`src/rtl/aes_byte_pkg.sv`:
```
package aes_byte_pkg;
  localparam int NBYTES  = 16;
  localparam int NROUNDS = 10;
  localparam int IW      = $clog2(NBYTES);
  localparam int RW      = $clog2(NROUNDS);

  typedef enum logic [2:0] {
    S_IDLE, S_LOAD, S_PRE, S_WHITE, S_KEY, S_SUB, S_MIX, S_OUT
  } phase_t;

  function automatic logic [7:0] xt(input logic [7:0] a);
    return {a[6:0], 1'b0} ^ (a[7] ? 8'h1b : 8'h00);
  endfunction

  function automatic logic [7:0] xt_back(input logic [7:0] a);
    return a[0] ? ({1'b1, 7'(a[7:1] ^ 7'h0d)}) : {1'b0, a[7:1]};
  endfunction

  function automatic logic [7:0] gmul(input logic [7:0] a, input logic [7:0] b);
    logic [7:0] r, p;
    r = 8'h00;
    p = a;
    for (int i = 0; i < 8; i++) begin
      if (b[i]) r = r ^ p;
      p = xt(p);
    end
    return r;
  endfunction

  function automatic logic [7:0] ginv(input logic [7:0] x);
    logic [7:0] r, p;
    r = 8'h01;
    p = x;
    for (int k = 1; k < 8; k++) begin
      p = gmul(p, p);
      r = gmul(r, p);
    end
    return r;
  endfunction

  function automatic logic [7:0] rotl(input logic [7:0] b, input int n);
    return (b << n) | (b >> (8 - n));
  endfunction

  function automatic logic [7:0] aff_fwd(input logic [7:0] b);
    return b ^ rotl(b, 1) ^ rotl(b, 2) ^ rotl(b, 3) ^ rotl(b, 4) ^ 8'h63;
  endfunction

  function automatic logic [7:0] aff_back(input logic [7:0] b);
    return rotl(b, 1) ^ rotl(b, 3) ^ rotl(b, 6) ^ 8'h05;
  endfunction
endpackage

```
`src/rtl/aes_sbox_shared.sv`:
```
module aes_sbox_shared
  import aes_byte_pkg::*;
(
  input  logic [7:0] x,
  input  logic       inv,
  output logic [7:0] y
);
  logic [7:0] pre, g;
  always_comb begin
    pre = inv ? aff_back(x) : x;
    g   = ginv(pre);
    y   = inv ? g : aff_fwd(g);
  end
endmodule

```
`src/rtl/aes_col_mix.sv`:
```
module aes_col_mix
  import aes_byte_pkg::*;
(
  input  logic [3:0][7:0] b,
  input  logic            inv,
  output logic [7:0]      y
);
  logic [7:0] u, v;
  logic [3:0][7:0] c;
  always_comb begin
    u = xt(xt(b[0] ^ b[2]));
    v = xt(xt(b[1] ^ b[3]));
    c = b;
    if (inv) begin
      c[0] = b[0] ^ u;
      c[1] = b[1] ^ v;
      c[2] = b[2] ^ u;
      c[3] = b[3] ^ v;
    end
    y = xt(c[0]) ^ xt(c[1]) ^ c[1] ^ c[2] ^ c[3];
  end
endmodule

```
`src/rtl/aes_key_unit.sv`:
```
module aes_key_unit
  import aes_byte_pkg::*;
(
  input  logic                   clk,
  input  logic                   rst_n,
  input  logic                   restart,
  input  logic                   wr_en,
  input  logic [IW-1:0]          wr_idx,
  input  logic [7:0]             wr_byte,
  input  logic                   step_en,
  input  logic                   step_inv,
  input  logic [1:0]             step_row,
  output logic [7:0]             s_req,
  input  logic [7:0]             s_res,
  output logic [NBYTES-1:0][7:0] rk
);
  logic [NBYTES-1:0][7:0] k;
  logic [7:0] rc, rc_use, rc_b;
  logic [7:0] n0, n1, n2, n3;
  logic [1:0] jn;

  assign rk = k;
  assign jn = step_row + 2'd1;

  always_comb begin
    if (!step_inv)
      s_req = (step_row == 2'd3) ? (k[12] ^ k[8]) : k[{2'b11, jn}];
    else
      s_req = (step_row == 2'd3) ? k[12] : (k[{2'b11, jn}] ^ k[{2'b10, jn}]);
    rc_use = step_inv ? xt_back(rc) : rc;
    rc_b   = (step_row == 2'd0) ? rc_use : 8'h00;
    if (!step_inv) begin
      n0 = k[{2'b00, step_row}] ^ s_res ^ rc_b;
      n1 = k[{2'b01, step_row}] ^ n0;
      n2 = k[{2'b10, step_row}] ^ n1;
      n3 = k[{2'b11, step_row}] ^ n2;
    end else begin
      n3 = k[{2'b11, step_row}] ^ k[{2'b10, step_row}];
      n2 = k[{2'b10, step_row}] ^ k[{2'b01, step_row}];
      n1 = k[{2'b01, step_row}] ^ k[{2'b00, step_row}];
      n0 = k[{2'b00, step_row}] ^ s_res ^ rc_b;
    end
  end

  always_ff @(posedge clk or negedge rst_n) begin
    if (!rst_n) begin
      k  <= '0;
      rc <= 8'h01;
    end else begin
      if (restart) rc <= 8'h01;
      if (wr_en) k[wr_idx] <= wr_byte;
      if (step_en) begin
        k[{2'b00, step_row}] <= n0;
        k[{2'b01, step_row}] <= n1;
        k[{2'b10, step_row}] <= n2;
        k[{2'b11, step_row}] <= n3;
        if (step_row == 2'd3) rc <= step_inv ? xt_back(rc) : xt(rc);
      end
    end
  end


  load_step_excl_chk: assert property (@(posedge clk) disable iff (!rst_n)
    wr_en |-> !step_en);
endmodule

```
`src/rtl/aes_byte_core.sv`:
```
module aes_byte_core
  import aes_byte_pkg::*;
(
  input  logic       clk,
  input  logic       rst_n,
  input  logic       start,
  input  logic       mode_dec,
  output logic       busy,
  input  logic       in_valid,
  output logic       in_ready,
  input  logic [7:0] in_data,
  output logic       out_valid,
  input  logic       out_ready,
  output logic [7:0] out_data
);
  localparam int CW = IW + 1;
  localparam logic [CW-1:0] LOAD_LAST = CW'(2 * NBYTES - 1);
  localparam logic [IW-1:0] B_LAST    = IW'(NBYTES - 1);
  localparam logic [RW-1:0] RND_LAST  = RW'(NROUNDS - 1);

  phase_t ph;
  logic [CW-1:0] cnt;
  logic [RW-1:0] rnd;
  logic dec_q;
  logic [NBYTES-1:0][7:0] st, tmp, rk;
  logic [IW-1:0] idx, sub_dst;
  logic stepping, last_rnd;
  logic [7:0] key_req, sb_in, sb_out, mx, mix_byte;
  logic [3:0][7:0] col_a, col_b;

  assign idx       = cnt[IW-1:0];
  assign stepping  = (ph == S_PRE) || (ph == S_KEY);
  assign last_rnd  = (rnd == RND_LAST);
  assign sub_dst   = {idx[3:2] + idx[1:0], idx[1:0]};
  assign sb_in     = stepping ? key_req : st[idx];
  assign busy      = (ph != S_IDLE);
  assign in_ready  = (ph == S_LOAD);
  assign out_valid = (ph == S_OUT);
  assign out_data  = st[idx];

  aes_key_unit key_u (
    .clk(clk), .rst_n(rst_n),
    .restart((ph == S_IDLE) && start),
    .wr_en((ph == S_LOAD) && in_valid && !cnt[IW]),
    .wr_idx(idx), .wr_byte(in_data),
    .step_en(stepping), .step_inv((ph == S_KEY) && dec_q),
    .step_row(cnt[1:0]), .s_req(key_req), .s_res(sb_out), .rk(rk)
  );

  aes_sbox_shared sbox_u (.x(sb_in), .inv(!stepping && dec_q), .y(sb_out));

  always_comb begin
    for (int q = 0; q < 4; q++)
      col_a[q] = st[{dec_q ? (idx[3:2] - 2'(q)) : (idx[3:2] + 2'(q)), 2'(q)}];
    for (int m = 0; m < 4; m++)
      col_b[m] = col_a[idx[1:0] + 2'(m)];
  end

  aes_col_mix mix_u (.b(col_b), .inv(dec_q), .y(mx));

  assign mix_byte = (last_rnd ? col_a[idx[1:0]] : mx) ^ (dec_q ? 8'h00 : rk[idx]);

  always_ff @(posedge clk or negedge rst_n) begin
    if (!rst_n) begin
      ph <= S_IDLE; cnt <= '0; rnd <= '0; dec_q <= 1'b0; st <= '0; tmp <= '0;
    end else begin
      case (ph)
        S_IDLE: if (start) begin
          ph <= S_LOAD; dec_q <= mode_dec; cnt <= '0;
        end
        S_LOAD: if (in_valid) begin
          if (cnt[IW]) st[idx] <= in_data;
          cnt <= cnt + 1'b1;
          if (cnt == LOAD_LAST) begin
            ph <= dec_q ? S_PRE : S_WHITE; cnt <= '0; rnd <= '0;
          end
        end
        S_PRE: begin
          cnt <= cnt + 1'b1;
          if (cnt[1:0] == 2'd3) begin
            cnt <= '0; rnd <= rnd + 1'b1;
            if (last_rnd) begin ph <= S_WHITE; rnd <= '0; end
          end
        end
        S_WHITE: begin
          st[idx] <= st[idx] ^ rk[idx];
          cnt <= cnt + 1'b1;
          if (idx == B_LAST) begin ph <= S_KEY; cnt <= '0; end
        end
        S_KEY: begin
          cnt <= cnt + 1'b1;
          if (cnt[1:0] == 2'd3) begin ph <= S_SUB; cnt <= '0; end
        end
        S_SUB: begin
          st[idx] <= sb_out ^ (dec_q ? rk[sub_dst] : 8'h00);
          cnt <= cnt + 1'b1;
          if (idx == B_LAST) begin ph <= S_MIX; cnt <= '0; end
        end
        S_MIX: begin
          tmp[idx] <= mix_byte;
          cnt <= cnt + 1'b1;
          if (idx == B_LAST) begin
            st <= tmp;
            st[B_LAST] <= mix_byte;
            cnt <= '0;
            if (last_rnd) ph <= S_OUT;
            else begin rnd <= rnd + 1'b1; ph <= S_KEY; end
          end
        end
        S_OUT: if (out_ready) begin
          cnt <= cnt + 1'b1;
          if (idx == B_LAST) begin ph <= S_IDLE; cnt <= '0; end
        end
        default: ph <= S_IDLE;
      endcase
    end
  end


  out_hold_chk: assert property (@(posedge clk) disable iff (!rst_n)
    (out_valid && !out_ready) |=> (out_valid && $stable(out_data)));

  mode_lock_chk: assert property (@(posedge clk) disable iff (!rst_n)
    (busy && $past(busy)) |-> $stable(dec_q));

  idle_quiet_chk: assert property (@(posedge clk) disable iff (!rst_n)
    !busy |-> (!in_ready && !out_valid));

  load_cap_chk: assert property (@(posedge clk) disable iff (!rst_n)
    (in_valid && in_ready && cnt == LOAD_LAST) |=> !in_ready);
endmodule

```
`config.mk`:
```
export PLATFORM = sky130hd
export DESIGN_NAME = aes_byte_core
export DESIGN_NICKNAME = d
export VERILOG_FILES = /design/src/rtl/aes_byte_pkg.sv /design/src/rtl/aes_sbox_shared.sv /design/src/rtl/aes_col_mix.sv /design/src/rtl/aes_key_unit.sv /design/src/rtl/aes_byte_core.sv
export SDC_FILE = /design/constraint.sdc
export NUM_CORES = 2
export LEC_CHECK = 0
export ABC_AREA = 1
export ABC_CLOCK_PERIOD_IN_PS = 16450
export BUFFER_PORTS_ARGS = -buffer_cell sky130_fd_sc_hd__clkbuf_2
export CORE_MARGIN = 1
export CORE_UTILIZATION = 40
export CTS_CLUSTER_SIZE = 10
export DETAILED_ROUTE_END_ITERATION = 7
export PLACE_DENSITY_LB_ADDON = 0.2
export SLEW_MARGIN = 20
export SYNTH_ARGS = -nofsm -noshare
export SYNTH_HDL_FRONTEND = slang
export SYNTH_HIERARCHICAL = 1
export SYNTH_SLANG_ARGS = --single-unit
```
`constraint.sdc`:
```
create_clock -name clk -period 16.45 [get_ports clk]
set_input_delay 2.4675 -clock clk [delete_from_list [all_inputs] [get_ports clk]]
set_output_delay 2.4675 -clock clk [all_outputs]
set_load 0.01 [all_outputs]
```
==> metrics.txt <==
Vias=64000; die height=369 µm; CTS tree=built; PnR worst setup slack=1.07 ns; Max stage delay cell, worst path=dfrtp_4; Core Area=134000 µm²; post-route ant nets=0; nets=around 9400; Starting Density=0.404; period utilisation layout=0.935; GPL Wtd Cong=1.01; final wirelength=242000 µm; Area growth syn-to-layout=10.6%; Worst-Margin Slew=approximately 1.3 ns; Crit path max-delay family=simple AND/OR/NAND/NOR gates; drt via density=between 5 and 6; I/O pins=25; final hold vios=0; Ys Warns=6; worst path required time=16.98 ns; Die Area=around 140000 µm²; Synth top cells by count=3383 x nand2_1, 1323 x nand3_1, 815 x inv_1; Post-Syn Area=54000 µm²; post-synthesis async set-or-reset flop share=1.00; Worst Path Arrival=approximately 16 ns; Avg WL per Cell=21.7 µm; largest net degree at the start of global routing=122; max_slew headroom=0.130; placed instance count=between 10000 and 15000; DR iter-0 viols=7410; area fraction of the dominant cell type after synthesis=0.235; failing checks=design-rule violations; DR pass1 iterations=8; register area share after synthesis=0.184; Max Buffers Root-to-Sink=3; Met2 Wirelength=about 100000 µm; ys flop type=dfrtp_1; CP dominant cell by count=nand2_1; CTS Sinks=397; first-pass GRT wire length=about 350000 µm; GR Util All Layers=0.336; Clk pin slew, worst setup/hold paths=approximately 0.060 ns; CTS root buffer=clkbuf_16; DP HPWL=166000 µm; clock skew=0.0408 ns; area leader, netlist=nand2_1; input/output buffers=24; final std cells w/o fill=11200; top-count cell post-synth=nand2_1; CP Max Fanout=61; Synth area leaders=nand2_1 24%, dfrtp_1 18%, nand3_1 12%; Slew Limit Fails=0; H-tree levels=2; Core Rows=134; CP endpoint kind=flop; slowest stage delay, CP=0.58 ns; setup violators final=0; Peak Freq=65.0 MHz; DRC viols=1; synthesized net count=9422; type of origin of the critical path=flop; die span in x=roughly 370 µm; outcome=finished, violations left; max-cap viol count=0; buffer and inverter count on the worst path=23; number of flops mapped to enable cells by yosys=0; CTS buffer count=49; Util after Layout=0.447; share of layout cells above drive strength 1=0.159; Gate Count Post-Synth=between 9000 and 10000; Syn Area/Cell=5.75 µm²; GR Overflow Total=0; Post-Place Worst Slack=-0.117 ns; Fillers=14300; Post-Route M1 WL=approximately 100000 µm; clock latency on the worst-skew pair=approximately 0.66 ns; Unique masters post-synth=71; Setup CP Type=flop to flop; minimum clock period=15.38 ns; top sig layer=met5; met3 routed WL=25500 µm; initial antenna violation count=8; worst hold-check path type=flop to flop; CTS Hold Bufs=0; #FFs+latches synth=397; vias in the first global route=56200
[final cells by class]
type	instances	area [µm²]	share of cell area
clock buffer	65	1300	0.0217
multi-input combinational	7596	39200	0.656
sequential	397	9950	0.167
antenna	3	7.51	0.000126
clock inverter	9	154	0.00258
inverter	963	3780	0.0633
tap	1768	2210	0.0370
timing repair buffer	362	3160	0.0529
[cells in the final DEF (no fill, tap or decap), types with 15 or more instances in the layout]
cell / n
nand2_1: 3312
nand3_1: 1286
inv_1: 801
nor2_1: 505
o21ai_0: 477
dfrtp_1: 392
nand2_2: 383
buf_4: 288
a21oi_1: 242
xor2_1: 169
o21ai_1: 149
nand2_4: 141
nand3_2: 130
a221oi_1: 121
inv_2: 113
o211ai_1: 89
xnor2_1: 70
nor2_2: 69
nand4_1: 62
clkbuf_16: 52
nand3b_1: 52
or2_2: 44
xor2_2: 29
o21ai_2: 23
a211oi_1: 23
clkbuf_2: 23
buf_12: 23
nor2_4: 20
inv_4: 17
ha_1: 17
xnor2_2: 17
or2_1: 16
clkbuf_1: 15
buf_6: 15
[routing by layer]
layer	GRT usage	up-vias
met5	0	-
met4	0.155	4
met3	0.0699	622
met2	0.504	3372
met1	0.458	29700
li1	-	30300
[registers in the layout, summed over array words and instances, names as in the netlist]
register	count
st	128
ph	3
cnt	5
key_u/rk	128
key_u/rc	8
rnd	4
tmp	120
dec_q	1
[timing repair]
| action | in CTS | in global routing |
|---|---|---|
| setup endpoints to repair | 53 | 256 |
| resized for setup | 8 | 328 |
| gates cloned | 0 | 12 |
| pin swaps | 0 | 84 |
| setup buffers | 0 | 147 |
[logic make-up after synthesis]
family,Yosys count,synth area share
DFF,397,0.184
buffers and inverters,1402,0.116
and+or+nand+nor,6053,0.509
muxes,3,0.000556
adders and majority gates,22,0.00510
xor gates and xnor gates,297,0.0537
AOI/OAI and AO/OA,1212,0.132
[metrics by stage]
stage,hold WS (ns),instance area (µm²),setup TNS [ns]
finish,0.514,59700,0
global route,0.529,59700,-3.13
CTS,0.515,57000,0
detailed placement,0.499,55500,-2.78
global placement,0.490,55500,-1.40
floorplan,0.475,54000,0
[final timing paths]
path | end | slack (ns) | startpoint | depth (start not counted)
setup / recovery | st[126]$_DFFE_PN0P_ | 1.07 | cnt[0]$_DFFE_PN0P_ | 121
hold / removal | tmp[112]$_DFFE_PN0P_ | 0.51 | tmp[112]$_DFFE_PN0P_ | 2
setup reg to reg | st[126]$_DFFE_PN0P_ | 1.07 | cnt[0]$_DFFE_PN0P_ | 121
hold reg to reg | tmp[112]$_DFFE_PN0P_ | 0.51 | tmp[112]$_DFFE_PN0P_ | 2
max in group asynchronous | tmp[28]$_DFFE_PN0P_ | 12.12 | rst_n | 3
min in group asynchronous | key_u/rk[84]$_DFF_PN0_ | 1.86 | rst_n | 1
[tightest hold or removal path, delay by kind of cell (launching register included)]
family | cells | cell delay [ns]
and+or+nand+nor | 1 | 0.07
DFF | 1 | 0.34
AOI/OAI and AO/OA | 1 | 0.08
Power is not shown: default switching activity piles up to over one toggle a cycle in this logic, so the estimate is an artifact.
